### config.mk
export PLATFORM = sky130hd
export DESIGN_NAME = fault_addr_store
export DESIGN_NICKNAME = d
export VERILOG_FILES = /design/src/rtl/fas_pkg.sv /design/src/rtl/fas_cam.sv /design/src/rtl/fas_remap.sv /design/src/rtl/fault_addr_store.sv
export SDC_FILE = /design/constraint.sdc
export NUM_CORES = 1
export LEC_CHECK = 0
export BUFFER_PORTS_ARGS = -buffer_cell sky130_fd_sc_hd__buf_2
export CORE_MARGIN = 5
export CORE_UTILIZATION = 51
export CTS_CLUSTER_DIAMETER = 60
export DETAILED_ROUTE_END_ITERATION = 6
export PLACE_DENSITY_LB_ADDON = 0.15
export SYNTH_ARGS = -nofsm -noshare
export SYNTH_HDL_FRONTEND = slang
export SYNTH_SLANG_ARGS = --single-unit
### constraint.sdc
create_clock -name clk_i -period 2 [get_ports clk_i]
set_input_delay 0.2 -clock clk_i [delete_from_list [all_inputs] [get_ports clk_i]]
set_output_delay 0.2 -clock clk_i [all_outputs]
set_load 0.005 [all_outputs]
### src/rtl/fas_pkg.sv
package fas_pkg;
  // index width that stays at least one bit for a single-entry table
  function automatic int unsigned idx_w(input int unsigned n);
    return (n > 1) ? $clog2(n) : 1;
  endfunction
endpackage

### src/rtl/fas_cam.sv
module fas_cam #(
  parameter int unsigned ADDR_W  = 6,
  parameter int unsigned N_SPARE = 4,
  localparam int unsigned IDX_W  = fas_pkg::idx_w(N_SPARE),
  localparam int unsigned NORMAL = (1 << ADDR_W) - N_SPARE
) (
  input  logic               clk_i,
  input  logic               rst_ni,
  input  logic               wr_en_i,
  input  logic [IDX_W-1:0]   wr_idx_i,
  input  logic [ADDR_W-1:0]  wr_addr_i,
  input  logic [ADDR_W-1:0]  look_a_i,
  input  logic [ADDR_W-1:0]  look_b_i,
  output logic [N_SPARE-1:0] match_a_o,
  output logic [N_SPARE-1:0] match_b_o
);
  logic [ADDR_W-1:0] ent_q [N_SPARE];

  for (genvar i = 0; i < N_SPARE; i++) begin : g_ent
    // background value: own spare address, so empty entries never match normal words
    always_ff @(posedge clk_i or negedge rst_ni) begin
      if (!rst_ni)
        ent_q[i] <= ADDR_W'(NORMAL + i);
      else if (wr_en_i && (wr_idx_i == IDX_W'(i)))
        ent_q[i] <= wr_addr_i;
    end
    assign match_a_o[i] = (ent_q[i] == look_a_i);
    assign match_b_o[i] = (ent_q[i] == look_b_i);
  end

  // a write only ever replaces a background entry
  a_r2_write_free_entry: assert property (@(posedge clk_i) disable iff (!rst_ni)
    wr_en_i |-> (wr_addr_i < ADDR_W'(NORMAL)) && !(|match_a_o));
endmodule

### src/rtl/fas_remap.sv
module fas_remap #(
  parameter int unsigned ADDR_W  = 6,
  parameter int unsigned N_SPARE = 4,
  localparam int unsigned IDX_W  = fas_pkg::idx_w(N_SPARE),
  localparam int unsigned NORMAL = (1 << ADDR_W) - N_SPARE
) (
  input  logic               clk_i,
  input  logic               rst_ni,
  input  logic [N_SPARE-1:0] match_i,
  input  logic [ADDR_W-1:0]  acc_addr_i,
  input  logic               repair_en_i,
  output logic [ADDR_W-1:0]  mem_addr_o,
  output logic               hit_o
);
  logic [IDX_W-1:0] idx;
  logic             normal_acc;

  always_comb begin
    idx = '0;
    for (int i = 0; i < N_SPARE; i++)
      if (match_i[i]) idx = idx | IDX_W'(i);
  end

  assign normal_acc = (acc_addr_i < ADDR_W'(NORMAL));
  assign hit_o      = repair_en_i && normal_acc && (|match_i);
  assign mem_addr_o = hit_o ? (ADDR_W'(NORMAL) + ADDR_W'(idx)) : acc_addr_i;

  // stored addresses are distinct, so at most one entry matches
  a_r6_single_match: assert property (@(posedge clk_i) disable iff (!rst_ni)
    $onehot0(match_i));
  // a redirected access always lands in the spare region
  a_r6_hit_to_spare: assert property (@(posedge clk_i) disable iff (!rst_ni)
    hit_o |-> mem_addr_o >= ADDR_W'(NORMAL));
endmodule

### src/rtl/fault_addr_store.sv
module fault_addr_store #(
  parameter int unsigned ADDR_W  = 6,
  parameter int unsigned N_SPARE = 4,
  localparam int unsigned IDX_W  = fas_pkg::idx_w(N_SPARE),
  localparam int unsigned CNT_W  = $clog2(N_SPARE + 1),
  localparam int unsigned NORMAL = (1 << ADDR_W) - N_SPARE
) (
  input  logic              clk_i,
  input  logic              rst_ni,
  input  logic              fault_vld_i,
  input  logic [ADDR_W-1:0] fault_addr_i,
  input  logic              repair_en_i,
  input  logic [ADDR_W-1:0] acc_addr_i,
  output logic [ADDR_W-1:0] mem_addr_o,
  output logic              remap_hit_o,
  output logic [CNT_W-1:0]  fault_cnt_o,
  output logic              overflow_o
);
  logic [CNT_W-1:0]   cnt_q;
  logic               ovf_q;
  logic [N_SPARE-1:0] fmatch, amatch;
  logic               in_spare, dup, full, is_new, store, ovf_set;

  assign in_spare = (fault_addr_i >= ADDR_W'(NORMAL));
  assign dup      = |fmatch;
  assign full     = (cnt_q == CNT_W'(N_SPARE));
  assign is_new   = fault_vld_i && !in_spare && !dup;
  assign store    = is_new && !full;
  assign ovf_set  = is_new && full;

  always_ff @(posedge clk_i or negedge rst_ni) begin
    if (!rst_ni) begin
      cnt_q <= '0;
      ovf_q <= 1'b0;
    end else begin
      if (store)   cnt_q <= cnt_q + CNT_W'(1);
      if (ovf_set) ovf_q <= 1'b1;
    end
  end

  fas_cam #(.ADDR_W(ADDR_W), .N_SPARE(N_SPARE)) u_cam (
    .clk_i     (clk_i),
    .rst_ni    (rst_ni),
    .wr_en_i   (store),
    .wr_idx_i  (IDX_W'(cnt_q)),
    .wr_addr_i (fault_addr_i),
    .look_a_i  (fault_addr_i),
    .look_b_i  (acc_addr_i),
    .match_a_o (fmatch),
    .match_b_o (amatch)
  );

  fas_remap #(.ADDR_W(ADDR_W), .N_SPARE(N_SPARE)) u_remap (
    .clk_i       (clk_i),
    .rst_ni      (rst_ni),
    .match_i     (amatch),
    .acc_addr_i  (acc_addr_i),
    .repair_en_i (repair_en_i),
    .mem_addr_o  (mem_addr_o),
    .hit_o       (remap_hit_o)
  );

  assign fault_cnt_o = cnt_q;
  assign overflow_o  = ovf_q;

  a_r3_dup_no_count: assert property (@(posedge clk_i) disable iff (!rst_ni)
    (fault_vld_i && dup) |=> $stable(cnt_q) && $stable(ovf_q));
  a_r8_spare_ignored: assert property (@(posedge clk_i) disable iff (!rst_ni)
    (fault_vld_i && in_spare) |=> $stable(cnt_q) && $stable(ovf_q));
  a_r9_cnt_bound: assert property (@(posedge clk_i) disable iff (!rst_ni)
    cnt_q <= CNT_W'(N_SPARE));
  a_r9_ovf_sticky: assert property (@(posedge clk_i) disable iff (!rst_ni)
    ovf_q |=> ovf_q);
  a_r4_ovf_only_full: assert property (@(posedge clk_i) disable iff (!rst_ni)
    $rose(ovf_q) |-> $past(cnt_q) == CNT_W'(N_SPARE) && $stable(cnt_q));
  a_r5_no_repair_no_hit: assert property (@(posedge clk_i) disable iff (!rst_ni)
    !repair_en_i |-> !remap_hit_o && (mem_addr_o == acc_addr_i));
endmodule

==> run_results.csv <==
group,metric,value,unit
pwr,p_per_area,1450,mW/mm²
cells_and_area,final_nets,242,
detailed_routing,via_count,1458,
critical_path,rr_endpoint,"u_cam.ent_q[6]$_DFFE_PN0P_",
synth,muxShareOfSynthArea,16.7,%
timing,timing.fmax,420,MHz
synth,syn-num-nets,184,
clock_network,numClockSinks,28,
grt,grt_start_max_net_pins,29,
floorplanning,die_y,72.6,µm
detailed_routing,postRouteAntennaNets,0,
worst_hold_path,min_path_type,"primary input to flop",
critical_path,cp_max_fo,6,
critical_path,r2r-start,"u_cam.ent_q[5]$_DFFE_PN1P_",
cells_and_area,synthToLayoutAreaGrowth,36.0,%
cells_and_area,drive_above_1_share,64.7,%
clock_network,cts_buffers,3,
clock_network,insertion_delay,270,ps
clock_network,cts.reportedPaths.clkPinSlew,100,ps
timing,finalCritPeriodShare,119,%
cells_and_area,instances_no_fill,269,
critical_path,critPathLaunch,"u_cam.ent_q[4]$_DFFE_PN1P_",
placed_design,place_inst,253,
floorplanning,fp.coreArea,0.00374,mm²
cells_and_area,final_area,0.00272,mm²
synth,synth_top_cell_by_area,"dfstp_2",
timing,skew,1.57,ps
critical_path,reg2reg_slack,-60,ps
critical_path,rr_worst_depth,8,
critical_path,worstSetupPathType,"flop to output pin",
detailed_routing,top_layer,"met4",
pwr,pwr-share-clk,9.2,%
synth,synth_flop_cell,"dfstp_2",
timing,fin_crit,2380,ps
floorplanning,die-area,0.00528,mm²
synth,synthDistinctLibCells,32,
timing,whs,276,ps
pwr,power.total,3.94,mW
detailed_routing,dr.pass1.iters,4,
pwr,p_sw_share,36.2,%
synth,synth_top_family_by_area,"XOR/XNOR gates",
timing,slew_viol_final,0,
timing,setup_violations,24,
synth,synth_fa_ha_area_share,2.50,%
synth,postSynthAreaPerCell,12.2,µm²
timing,fin_setup_tns,-2480,ps
synth,synth_edf_count,0,
clock_network,cts_root_buffer,"clkbuf_8",
grt,antenna_found_initial,0,
floorplanning,fp-row-count,22,
floorplanning,initial_core_util,53.4,%
clock_network,cts_tree,"done",
critical_path,slowest_stage,"dfstp_2",
critical_path,crit_arrival,2180,ps
detailed_routing,drc,0,
detailed_routing,wl_per_cell,18.4,µm
synth,synth_xor_area_share,21.5,%
cells_and_area,fin_util,72.7,%
floorplanning,die_w,72.6,µm
placed_design,place_area,0.00231,mm²
synth,netlist.area_leader.share,26.3,%
pwr,p_comb_share,56.1,%
cells_and_area,layout_commonest_cell,"buf_4",
critical_path,endpoint,"mem_addr_o[1]",
pwr,p_switching,1.43,mW
detailed_routing,drt-initial-drc-count,57,
timing,fin_ws,-382,ps
outcome,violations,"negative setup slack",
clock_network,clockBufferDepth,2,
detailed_routing,wl,4.95,mm
grt,grt_pass1_vias,1584,
pwr,power_leakage,1.26,nW
floorplanning,io_pins,27,
synth,post_synth_and_or_nand_nor_area_fraction,13.2,%
synth,ys_async_sr_fraction,100,%
run,cap_viol_max_count,0,
placed_design,place_ws,-218,ps
synth,ys_seq_area_share,36.3,%
pwr,internal-power,2.51,mW
timing,maxSlewHeadroom,58.8,%
placed_design,dp_hpwl,3.37,mm
pwr,peakVddDrop,807,µV
outcome,outcome,"complete, but fails checks",
placed_design,place_congestion,0.861,
critical_path,slowest_delay,580,ps
critical_path,cp_cell_sequence,"xor2_2, nor4_4, a22o_1, o311a_4, mux2_4, buf_6",
synth,syn_inst,164,
detailed_routing,met3_length,185,µm
synth,syn_area,0.00200,mm²
synth,yosysWarnings,0,
synth,ys_top_cells_by_area,"dfstp_2 (26%), xor2_1 (16%), mux2_1 (11%), dfrtp_1 (10%), mux2_4 (6.0%)",
grt,track_usage,19.3,%
detailed_routing,wl_met1,2.08,mm
timing,worst_slew_pin_slew,619,ps
timing,rsz0062_at_grt,"true",
synth,synth-compound-area-share,5.19,%
detailed_routing,post_drt_via_cell_ratio,5.42,
timing,hold_viol_final,0,
synth,synth_seq_cells,28,
grt,grt-ovfl-total,0,
cells_and_area,diodes,0,
critical_path,cp-start-kind,"flop",
clock_network,h-tree-depth,1,
cells_and_area,layout.cells.most_common_list,"buf_4 (31), xor2_1 (27), mux2_4 (27)",
grt,grt_first_pass_wirelength,7.97,mm
detailed_routing,routed-wl-met2,2.61,mm
pwr,seq_power_share,34.7,%
critical_path,cp.required,1800,ps
critical_path,critPathCaptureType,"output pin",
placed_design,io_buffers,26,
## worst max-delay path, delay by kind of cell (launching register included)
family          cells  cell delay, ps
simple gates        1              80
compound gates      2             620
xor+xnor            1             200
buf+inv             1             120
mux                 1             310
flops               1             580
## cells in the mapped netlist (all sizes together), types with 3 or more instances
cell type,number
ha,4
nor2,4
nor4,6
and2,3
buf,12
mux2,27
or2,3
nand4,9
dfstp,20
dfrtp,8
xor2,36
xnor2,13
## logic make-up after synthesis
group	after synthesis
xor gates and xnor gates	49
and+or+nand+nor	34
DFF	28
muxes	27
buffers and inverters	14
AOI/OAI and AO/OA	8
adders and majority gates	4
## layout make-up
cell class,count,area [µm²]
Inverter,2,7.51
Fill cell,262,1020
Clock buffer,4,55.1
Sequential cell,28,726
Timing Repair Buffer,65,464
Tap cell,48,60.1
Multi-Input combinational cell,122,1410
## sequential cells by signal, indices dropped and copies added, names as in the netlist
name	count
fault_cnt_o	3
u_cam.ent_q	24
overflow_o	1
## layer usage
layer / vias up / global-route usage (%)
met3: 8 / 2.34
met5: - / 0
li1: 662 / -
met1: 754 / 23.6
met2: 34 / 34.6
met4: 0 / 6.97
## worst min path at each step
stage	cells after the start	to	from	slack, ps
6_report	2	u_cam.ent_q[21]$_DFFE_PN1P_	fault_addr_i[3]	280
5_1_grt	2	u_cam.ent_q[9]$_DFFE_PN1P_	fault_addr_i[3]	290
4_1_cts	2	u_cam.ent_q[9]$_DFFE_PN1P_	fault_addr_i[3]	260
3_5_place_dp	1	fault_cnt_o[2]$_DFFE_PN0P_	rst_ni	260
3_3_place_gp	1	fault_cnt_o[0]$_DFFE_PN0P_	rst_ni	240
2_1_floorplan	0	fault_cnt_o[0]$_DFFE_PN0P_	rst_ni	-100
## timing repair
action,CTS,global route
endpoints found under the hold margin,8,0
resized for setup,37,14
pin swaps,12,10
buffers inserted,7,5
hold buffers,1,0
endpoints found under the setup margin,33,34
## power groups by stage
stage	Combinational, mW	Sequential, mW	Clock (mW)
3_3_place_gp	1.56	1.30	0
6_report	2.21	1.37	0.361
3_5_place_dp	1.59	1.33	0
2_1_floorplan	1.09	1.28	0
5_1_grt	2.37	1.40	0.391
4_1_cts	2.05	1.32	0.369
(Power assumes the default switching activity.)
